**src/rtl/rf_pkg.sv**
```systemverilog
package rf_pkg;
  typedef enum logic {PH_HI = 1'b0, PH_LO = 1'b1} phase_e;

  // Select which half of a 16-bit padded result goes out next.
  function automatic logic [7:0] pick_byte(logic [15:0] padded, phase_e ph);
    return (ph == PH_HI) ? padded[15:8] : padded[7:0];
  endfunction

  function automatic phase_e flip(phase_e ph);
    return (ph == PH_HI) ? PH_LO : PH_HI;
  endfunction
endpackage

```
**src/rtl/rf_edges.sv**
```systemverilog
module rf_edges (
  input  logic clk,
  input  logic rst,
  input  logic sel_n,
  input  logic ser_clk,
  output logic cs_act,
  output logic cs_fall,
  output logic cs_rise,
  output logic sk_rise,
  output logic sk_fall
);
  logic cs_q, sk_q;

  always_ff @(posedge clk) begin
    if (rst) begin
      cs_q <= 1'b1;
      sk_q <= 1'b0;
    end else begin
      cs_q <= sel_n;
      sk_q <= ser_clk;
    end
  end

  assign cs_act  = ~cs_q;
  assign cs_fall = cs_q & ~sel_n;
  assign cs_rise = ~cs_q & sel_n;
  assign sk_rise = ~sk_q & ser_clk;
  assign sk_fall = sk_q & ~ser_clk;
endmodule

```
**src/rtl/rf_store.sv**
```systemverilog
module rf_store #(
  parameter int DEPTH = 16,
  parameter int W     = 12
) (
  input  logic         clk,
  input  logic         rst,
  input  logic         push,
  input  logic [W-1:0] push_data,
  input  logic         pop,
  input  logic         lock,
  output logic [W-1:0] head,
  output logic         empty
);
  localparam int CW = $clog2(DEPTH + 1);

  logic [W-1:0]  mem [DEPTH];
  logic [CW-1:0] cnt;
  logic          full;
  logic          drop_any;
  logic          drop_second;
  logic [CW-1:0] cnt_kept;

  assign full        = (cnt == CW'(DEPTH));
  assign empty       = (cnt == '0);
  assign drop_any    = pop | (push & full);
  // Overwrite while the head is being read: remove entry 1, not entry 0.
  assign drop_second = ~pop & lock;
  assign cnt_kept    = cnt - CW'(drop_any);
  assign head        = mem[0];

  for (genvar i = 0; i < DEPTH; i++) begin : g_ent
    logic shift_here;
    if (i == 0) begin : g_first
      assign shift_here = drop_any & ~drop_second;
    end else begin : g_rest
      assign shift_here = drop_any;
    end
    always_ff @(posedge clk) begin
      if (push && cnt_kept == CW'(i))
        mem[i] <= push_data;
      else if (shift_here && i < DEPTH - 1)
        mem[i] <= mem[(i < DEPTH - 1) ? i + 1 : i];
    end
  end

  always_ff @(posedge clk) begin
    if (rst) cnt <= '0;
    else     cnt <= cnt_kept + CW'(push);
  end

  a_r2_count_bound: assert property (@(posedge clk) disable iff (rst)
    cnt <= CW'(DEPTH));
  a_r7_pop_nonempty: assert property (@(posedge clk) disable iff (rst)
    pop |-> !empty);
  a_r3_full_stays_full: assert property (@(posedge clk) disable iff (rst)
    (push && full) |=> full);
  a_r9_head_kept: assert property (@(posedge clk) disable iff (rst)
    (lock && !pop) |=> head == $past(head));
endmodule

```
**src/rtl/rf_shifter.sv**
```systemverilog
module rf_shifter
  import rf_pkg::*;
#(
  parameter int W = 12
) (
  input  logic         clk,
  input  logic         rst,
  input  logic         cs_act,
  input  logic         cs_fall,
  input  logic         cs_rise,
  input  logic         sk_rise,
  input  logic         sk_fall,
  input  logic [W-1:0] head,
  input  logic         empty,
  output logic         byte_done,
  output logic         pop,
  output logic         lock,
  output logic         sdo
);
  localparam int PADW = 16 - W;

  phase_e     phase;
  logic       busy;
  logic [3:0] bits;
  logic [7:0] sh;
  logic       mid;

  assign mid       = cs_act & ~cs_fall & ~cs_rise;
  assign byte_done = mid & busy & sk_rise & (bits == 4'd7);
  assign pop       = byte_done & (phase == PH_LO);
  assign lock      = busy | (phase == PH_LO);
  assign sdo       = cs_act & sh[7];

  always_ff @(posedge clk) begin
    if (rst) begin
      phase <= PH_HI;
      busy  <= 1'b0;
      bits  <= '0;
      sh    <= '0;
    end else if (cs_fall) begin
      sh   <= empty ? 8'h00 : pick_byte({{PADW{1'b0}}, head}, phase);
      busy <= ~empty;
      bits <= '0;
    end else if (cs_rise) begin
      busy <= 1'b0;
      bits <= '0;
    end else if (cs_act) begin
      if (sk_rise && bits < 4'd8) bits <= bits + 4'd1;
      if (sk_fall) sh <= {sh[6:0], 1'b0};
      if (byte_done) begin
        busy  <= 1'b0;
        phase <= flip(phase);
      end
    end
  end

  a_r10_bits_bound: assert property (@(posedge clk) disable iff (rst)
    bits <= 4'd8);
  a_r8_abort_keeps_phase: assert property (@(posedge clk) disable iff (rst)
    (cs_rise && !byte_done) |=> phase == $past(phase));
endmodule

```
**src/rtl/rf_result_fifo_spi.sv**
```systemverilog
module rf_result_fifo_spi #(
  parameter int DEPTH = 16,
  parameter int W     = 12
) (
  input  logic         clk,
  input  logic         rst,
  input  logic         res_vld,
  input  logic [W-1:0] res_word,
  input  logic         sel_n,
  input  logic         ser_clk,
  output logic         ser_out
);
  logic cs_act, cs_fall, cs_rise, sk_rise, sk_fall;
  logic [W-1:0] head;
  logic empty, byte_done, pop, lock;

  rf_edges u_edges (
    .clk(clk), .rst(rst), .sel_n(sel_n), .ser_clk(ser_clk),
    .cs_act(cs_act), .cs_fall(cs_fall), .cs_rise(cs_rise),
    .sk_rise(sk_rise), .sk_fall(sk_fall)
  );

  rf_store #(.DEPTH(DEPTH), .W(W)) u_store (
    .clk(clk), .rst(rst), .push(res_vld), .push_data(res_word),
    .pop(pop), .lock(lock), .head(head), .empty(empty)
  );

  rf_shifter #(.W(W)) u_shift (
    .clk(clk), .rst(rst), .cs_act(cs_act), .cs_fall(cs_fall),
    .cs_rise(cs_rise), .sk_rise(sk_rise), .sk_fall(sk_fall),
    .head(head), .empty(empty), .byte_done(byte_done), .pop(pop),
    .lock(lock), .sdo(ser_out)
  );

  a_r11_idle_low: assert property (@(posedge clk) disable iff (rst)
    !cs_act |-> !ser_out);
  a_r6_empty_frame_zero: assert property (@(posedge clk) disable iff (rst)
    (cs_fall && empty) |=> !ser_out);
  a_r5_moves_on_fall: assert property (@(posedge clk) disable iff (rst)
    (cs_act && !sk_fall && !cs_fall) |=> (!cs_act || ser_out == $past(ser_out)));
  a_r7_done_in_frame: assert property (@(posedge clk) disable iff (rst)
    byte_done |-> cs_act);
endmodule

```
**config.mk**
```make
export PLATFORM = sky130hd
export DESIGN_NAME = rf_result_fifo_spi
export DESIGN_NICKNAME = d
export VERILOG_FILES = /design/src/rtl/rf_pkg.sv /design/src/rtl/rf_edges.sv /design/src/rtl/rf_store.sv /design/src/rtl/rf_shifter.sv /design/src/rtl/rf_result_fifo_spi.sv
export SDC_FILE = /design/constraint.sdc
export NUM_CORES = 1
export LEC_CHECK = 0
export CAP_MARGIN = 20
export CORE_ASPECT_RATIO = 0.5
export CORE_UTILIZATION = 30
export CTS_CLUSTER_DIAMETER = 200
export DETAILED_ROUTE_END_ITERATION = 7
export DONT_BUFFER_PORTS = 1
export RECOVER_POWER = 25
export SLEW_MARGIN = 15
export SYNTH_ARGS = -nofsm -noshare
export SYNTH_HDL_FRONTEND = slang
export SYNTH_SLANG_ARGS = --single-unit
```
**constraint.sdc**
```tcl
create_clock -name clk -period 3.85 [get_ports clk]
set_input_delay 0 -clock clk [delete_from_list [all_inputs] [get_ports clk]]
set_output_delay 0 -clock clk [all_outputs]
set_load 0.01 [all_outputs]
```
Yosys cells after proc, flatten, opt, wreduce, memory -nomap -nowiden
Memories as Yosys holds them, arrays and structs flattened.
Index checks and enable logic that the tools add are counted.
{ "word_totals": {"n_memories": 1, "input_bits": 17, "regBits": 21, "ram_bits": 192, "wordCells": 188, "output_inout_bits": 1} }
{ "mem_list": {"columns": ["memory", "depth", "width", "read_ports", "rd_clocked_by_memory_dff", "wr", "line", "text"], "rows": [
  ["u_store.mem", 16, 12, 16, 0, 16, "rf_store.sv:16", "logic [W-1:0] mem [DEPTH];"]
]} }
{ "op_classes": {"n_mux": 90, "bitwise_logic": 40, "magnitude_cmp": 1, "n_addsub": 3, "eq_ne": 20, "n_reduce_logical": 26} }
{ "ops": {"columns": ["cell", "n"], "rows": [
  ["$mux 12", 15],
  ["$mux 1", 69],
  ["$mux 8", 6],
  ["$eq 5x4->1 const B", 8],
  ["$eq 5x3->1 const B", 4],
  ["$logic_and 1x1->1", 17],
  ["$or 1x1->1", 17],
  ["$and 1x1->1", 14],
  ["$eq 5x2->1 const B", 2],
  ["$logic_not 5->1", 2],
  ["$not 1->1", 9],
  ["$add 5x1->5", 1],
  ["$eq 5x1->1 const B", 1],
  ["$eq 5x5->1 const B", 1],
  ["$sub 5x1->5", 1],
  ["$add 4x1->4 const B", 1],
  ["$eq 4x3->1 const B", 1],
  ["$lt 4x4->1 const B", 1],
  ["$ne 2x1->1 const B", 2],
  ["$reduce_and 2->1", 2],
  ["$reduce_and 4->1", 1],
  ["$ne 3x1->1 const B", 1],
  ["$reduce_and 3->1", 1],
  ["$reduce_bool 3->1", 1],
  ["2 further kinds", 2]
]} }

Logic depth before layout (Yosys ltp)
{ "logic_depth": {"word_depth": 17, "depth_mapped": 15} }

Hierarchy
A second synthesis with hierarchy kept.
{ "hier_totals": {"cells_unflattened": 613, "area_unflattened_um2": 10263.6} }
{ "modules_own_cells": {"columns": ["module", "cells_per_inst", "seq_area_each_um2", "instances", "area_per_inst_um2"], "rows": [
  ["rf_store", 521, 5865.6, 1, 9409.0],
  ["rf_shifter", 83, 280.3, 1, 773.2],
  ["rf_edges", 9, 40.0, 1, 81.3]
]} }

Worst setup path after synthesis
Ideal clock, no wire load.
{ "synth_path": {"path_type": "reg2reg", "from": "register u_shift.bits[0]", "to": "memory u_store.mem[12][0] (netlist: u_store.mem[1][48]) (enable)", "period_less_slack_ps": 3941, "stages_incl_launch_ff": 14, "setup_slack_ps": -91, "arrival_time_ps": 3543, "setup_time_ps": 398, "t_required_ps": 3452, "cell_sequence": "dfxtp_1 -> ha_1 -> and3b_1 -> and4_4 -> a21oi_4 -> clkinv_4 -> buf_8 -> ha_1 -> ha_1 -> buf_2 -> nor3b_4 -> xnor2_4 -> nand4_1 -> o21ai_0"} }
{ "synth_rtl": {"columns": ["item", "line", "text"], "rows": [
  ["from (decl)", "rf_shifter.sv:24", "logic [3:0] bits;"],
  ["from (signal assigned)", "rf_shifter.sv:48", "if (sk_rise && bits < 4'd8) bits <= bits + 4'd1;"],
  ["to (decl)", "rf_store.sv:16", null]
]} }

==> summary.txt <==
Period minus WS final -> 3620 ps
Inserted Clock Buffers -> 22
Largest net degree at the start of global routing -> 19
Area share of the largest cell type after synthesis -> 57.9%
Share of cells above drive strength 1 -> 41.6%
Max H-tree Level -> 1
Post-synthesis average cell area -> 16.8 sq um
Core ar. -> 0.0322 sq mm
Tot Pwr -> 0.00470 W
Finished Layout Cells -> 1,084
Main combinational cell family by area after synthesis -> multiplexers
CTS root buffer -> clkbuf_16
Routed length per instance -> 15.2 microns
Area contributors post-synth -> edfxtp_1 (58%), mux2_4 (14%), mux2_2 (10%)
Hold Violations, Final -> 0
Setup Viol. Count Final -> 0
Pins Over Slew Limit -> 0
WL final -> 16.5 mm
TritonCTS clock tree -> yes
EDFF count, synth -> 192
Most frequent cell after synthesis -> edfxtp_1
Top FF cell, synth -> edfxtp_1
Worst-path maximum fanout -> 12
Vias in the first global route -> 5,214
Drt pass-1 iters -> 4
Status -> complete, no violations
Fill count -> 3,025
Distinct cells, synth -> 52
Cell Rows -> 46
Fmax -> 276 MHz
Post-synthesis mux area share -> 24.4%
Clock skew -> 11.9 ps
Post-synthesis adder-cell area fraction -> 1.26%
Die Y -> 131 microns
Hpwl dp -> 11.2 mm
GR Overflow Total -> 0
Nets -> 664
Max-cap viol count -> 0
Final clock period utilization by the worst path -> 94.0%
Initial Util -> 30.9%
Register area share after synthesis -> 62.1%
Ports -> 18
Drt via density -> 4.50
Cell Count Post-Placement -> 1,020
Drt initial violations -> 208
Leakage -> 4.09 nW
Synth Area in Simple Gates -> 3.71%
Clock Pin Slew Worst Setup and Hold Paths -> 60 ps
Via Count -> 4,877
Synthesized net count -> 619
Async set-reset flop share out of synthesis -> 0%
Critical path required time -> 4100 ps
Post-DRT Antenna Nets -> 0
Crit path launch type -> flop
Post-Synthesis Cells -> 592
Crit end category -> flop
Worst-Margin Slew -> 845 ps
Hold Crit Class -> input port to flop
Crit path DAT -> 3870 ps
CP Class -> flop to flop
Cell Area, Synth -> 0.00995 sq mm
Clk buf depth -> 3
Gpl congestion -> 0.777
Area of placed instances -> 0.0105 sq mm
Power per Cell Area -> 414 mW/mm^2
Post-synth top cells -> edfxtp_1 (192), mux2_4 (90), mux2_2 (88)
GRT Total Usage -> 10.2%
Compound-Gate Fraction of Synth Area -> 4.47%
Worst-Skew Late Latency -> 500 ps
Synth area leader -> edfxtp_1
Cell area after layout -> 0.0114 sq mm
Area delta synth->final -> 14.0%
Initial antenna violation count -> 0
Die X -> 260 microns
PortBufs -> 0
CTS sink cnt -> 213
Die area -> 0.0340 sq mm
RSZ-0062 raised after global routing -> no
Post-layout util -> 35.3%
VDD IR max -> 0.255 mV
Global-route wire length before repair -> 27.6 mm
Hold slack -> 65.0 ps
Antenna diodes -> 0
Flops & latches, synth -> 213
Syn. warnings -> 0
DRC -> 0
Synth Area in XOR/XNOR -> 0.980%
Slew HR -> 43.5%
## worst paths after layout
| kind | slack [ps] | start | depth (start not counted) | end |
|---|---|---|---|---|
| max | 230 | u_store.cnt[2] | 14 | u_store.mem[0][84] |
| min | 60 | res_vld | 3 | u_store.mem[1][47] |
| max reg2reg | 230 | u_store.cnt[2] | 14 | u_store.mem[0][84] |
| min reg2reg | 470 | u_shift.sh[0] | 2 | u_shift.sh[0] |
## state kept, by name (all words and copies together), names as in the netlist
register / flops
u_edges.cs_q: 1
u_edges.sk_q: 1
u_shift.bits: 4
u_shift.busy: 1
u_shift.phase: 1
u_shift.sh: 8
u_store.cnt: 5
u_store.mem: 192
## report_power, final
group	switching, W	leakage, nW	internal [W]
clock	0.000829	0.303	0.00105
combinational	0.000123	1.88	0.000139
sequential	0.0000117	1.91	0.00255
total	0.000964	4.09	0.00374
## worst max-delay path, cell delays in order, from the launching register on
cell      delay [ps]
dfxtp_1          410
or4_4            480
nor2_4           150
a21oi_4           50
buf_12           140
clkinv_4          40
ha_1             170
ha_1             310
nor3b_4          320
xnor2_4          190
nand4_1          120
clkbuf_1         200
o21ai_2          170
buf_4            240
mux2_2           360
## metrics by stage
| stage | setup slack [ps] | TNS, ps |
|---|---|---|
| final | 232 | 0 |
| after detailed placement | 11.5 | 0 |
| after floorplan | -91.1 | -7470 |
| after global placement | 94.0 | 0 |
| after global routing | 51.7 | 0 |
| after CTS | 23.2 | 0 |
## repair_timing
item | CTS | global route
hold endpoints to repair | 213 | 0
hold buffers | 17 | 0
resized for setup | 0 | 0
pin swaps | 1 | 4
setup buffers | 1 | 7
setup endpoints to repair | 1 | 145
## layer usage
| metal | GRT usage [%] | wire length (microns) |
|---|---|---|
| met1 | 13.4 | 7860 |
| met4 | 2.53 | 317 |
| met3 | 1.60 | 353 |
| met5 | 0 | 0 |
| met2 | 17.7 | 7980 |
## layout by cell type (no fill, tap or decap), types with 4 or more instances in the layout
master         synthesis  routed
clkbuf_1               7       7
a311oi_1               4       4
clkbuf_16              0      22
inv_1                  9       9
buf_4                  4      32
nor2b_1                8       8
nand4_1                4       4
mux2_1                 6       6
dlygate4sd3_1          0      17
clkbuf_2               0       7
nand3_1                6       6
mux2_4                90      90
edfxtp_1             192     192
dfxtp_1               21      21
nand2b_1               8       8
clkinv_1               0       8
a21oi_1                5       5
ha_1                  10      10
mux2_2                88      88
nor2_1                23      23
o21ai_2               15      15
o21ai_1                1       6
nand2_1                8       8
xnor2_1                5       5
o21ai_0               13       8
## kinds of logic after synthesis
group / count (synthesis)
flops: 213
mux: 186
simple gates: 68
compound gates: 57
buf+inv: 49
fa+ha+maj: 10
xor+xnor: 9
## cell type report
class | count | area, sq um | share of cell area (%)
sequential | 213 | 6190 | 54.5
multi-input combinational | 330 | 3470 | 30.6
clock buffer | 26 | 566 | 4.98
tap | 432 | 541 | 4.76
timing repair buffer | 60 | 477 | 4.20
clock inverter | 13 | 68.8 | 0.606
inverter | 10 | 42.5 | 0.375
No activity file was read; power rests on OpenSTA's default activity.
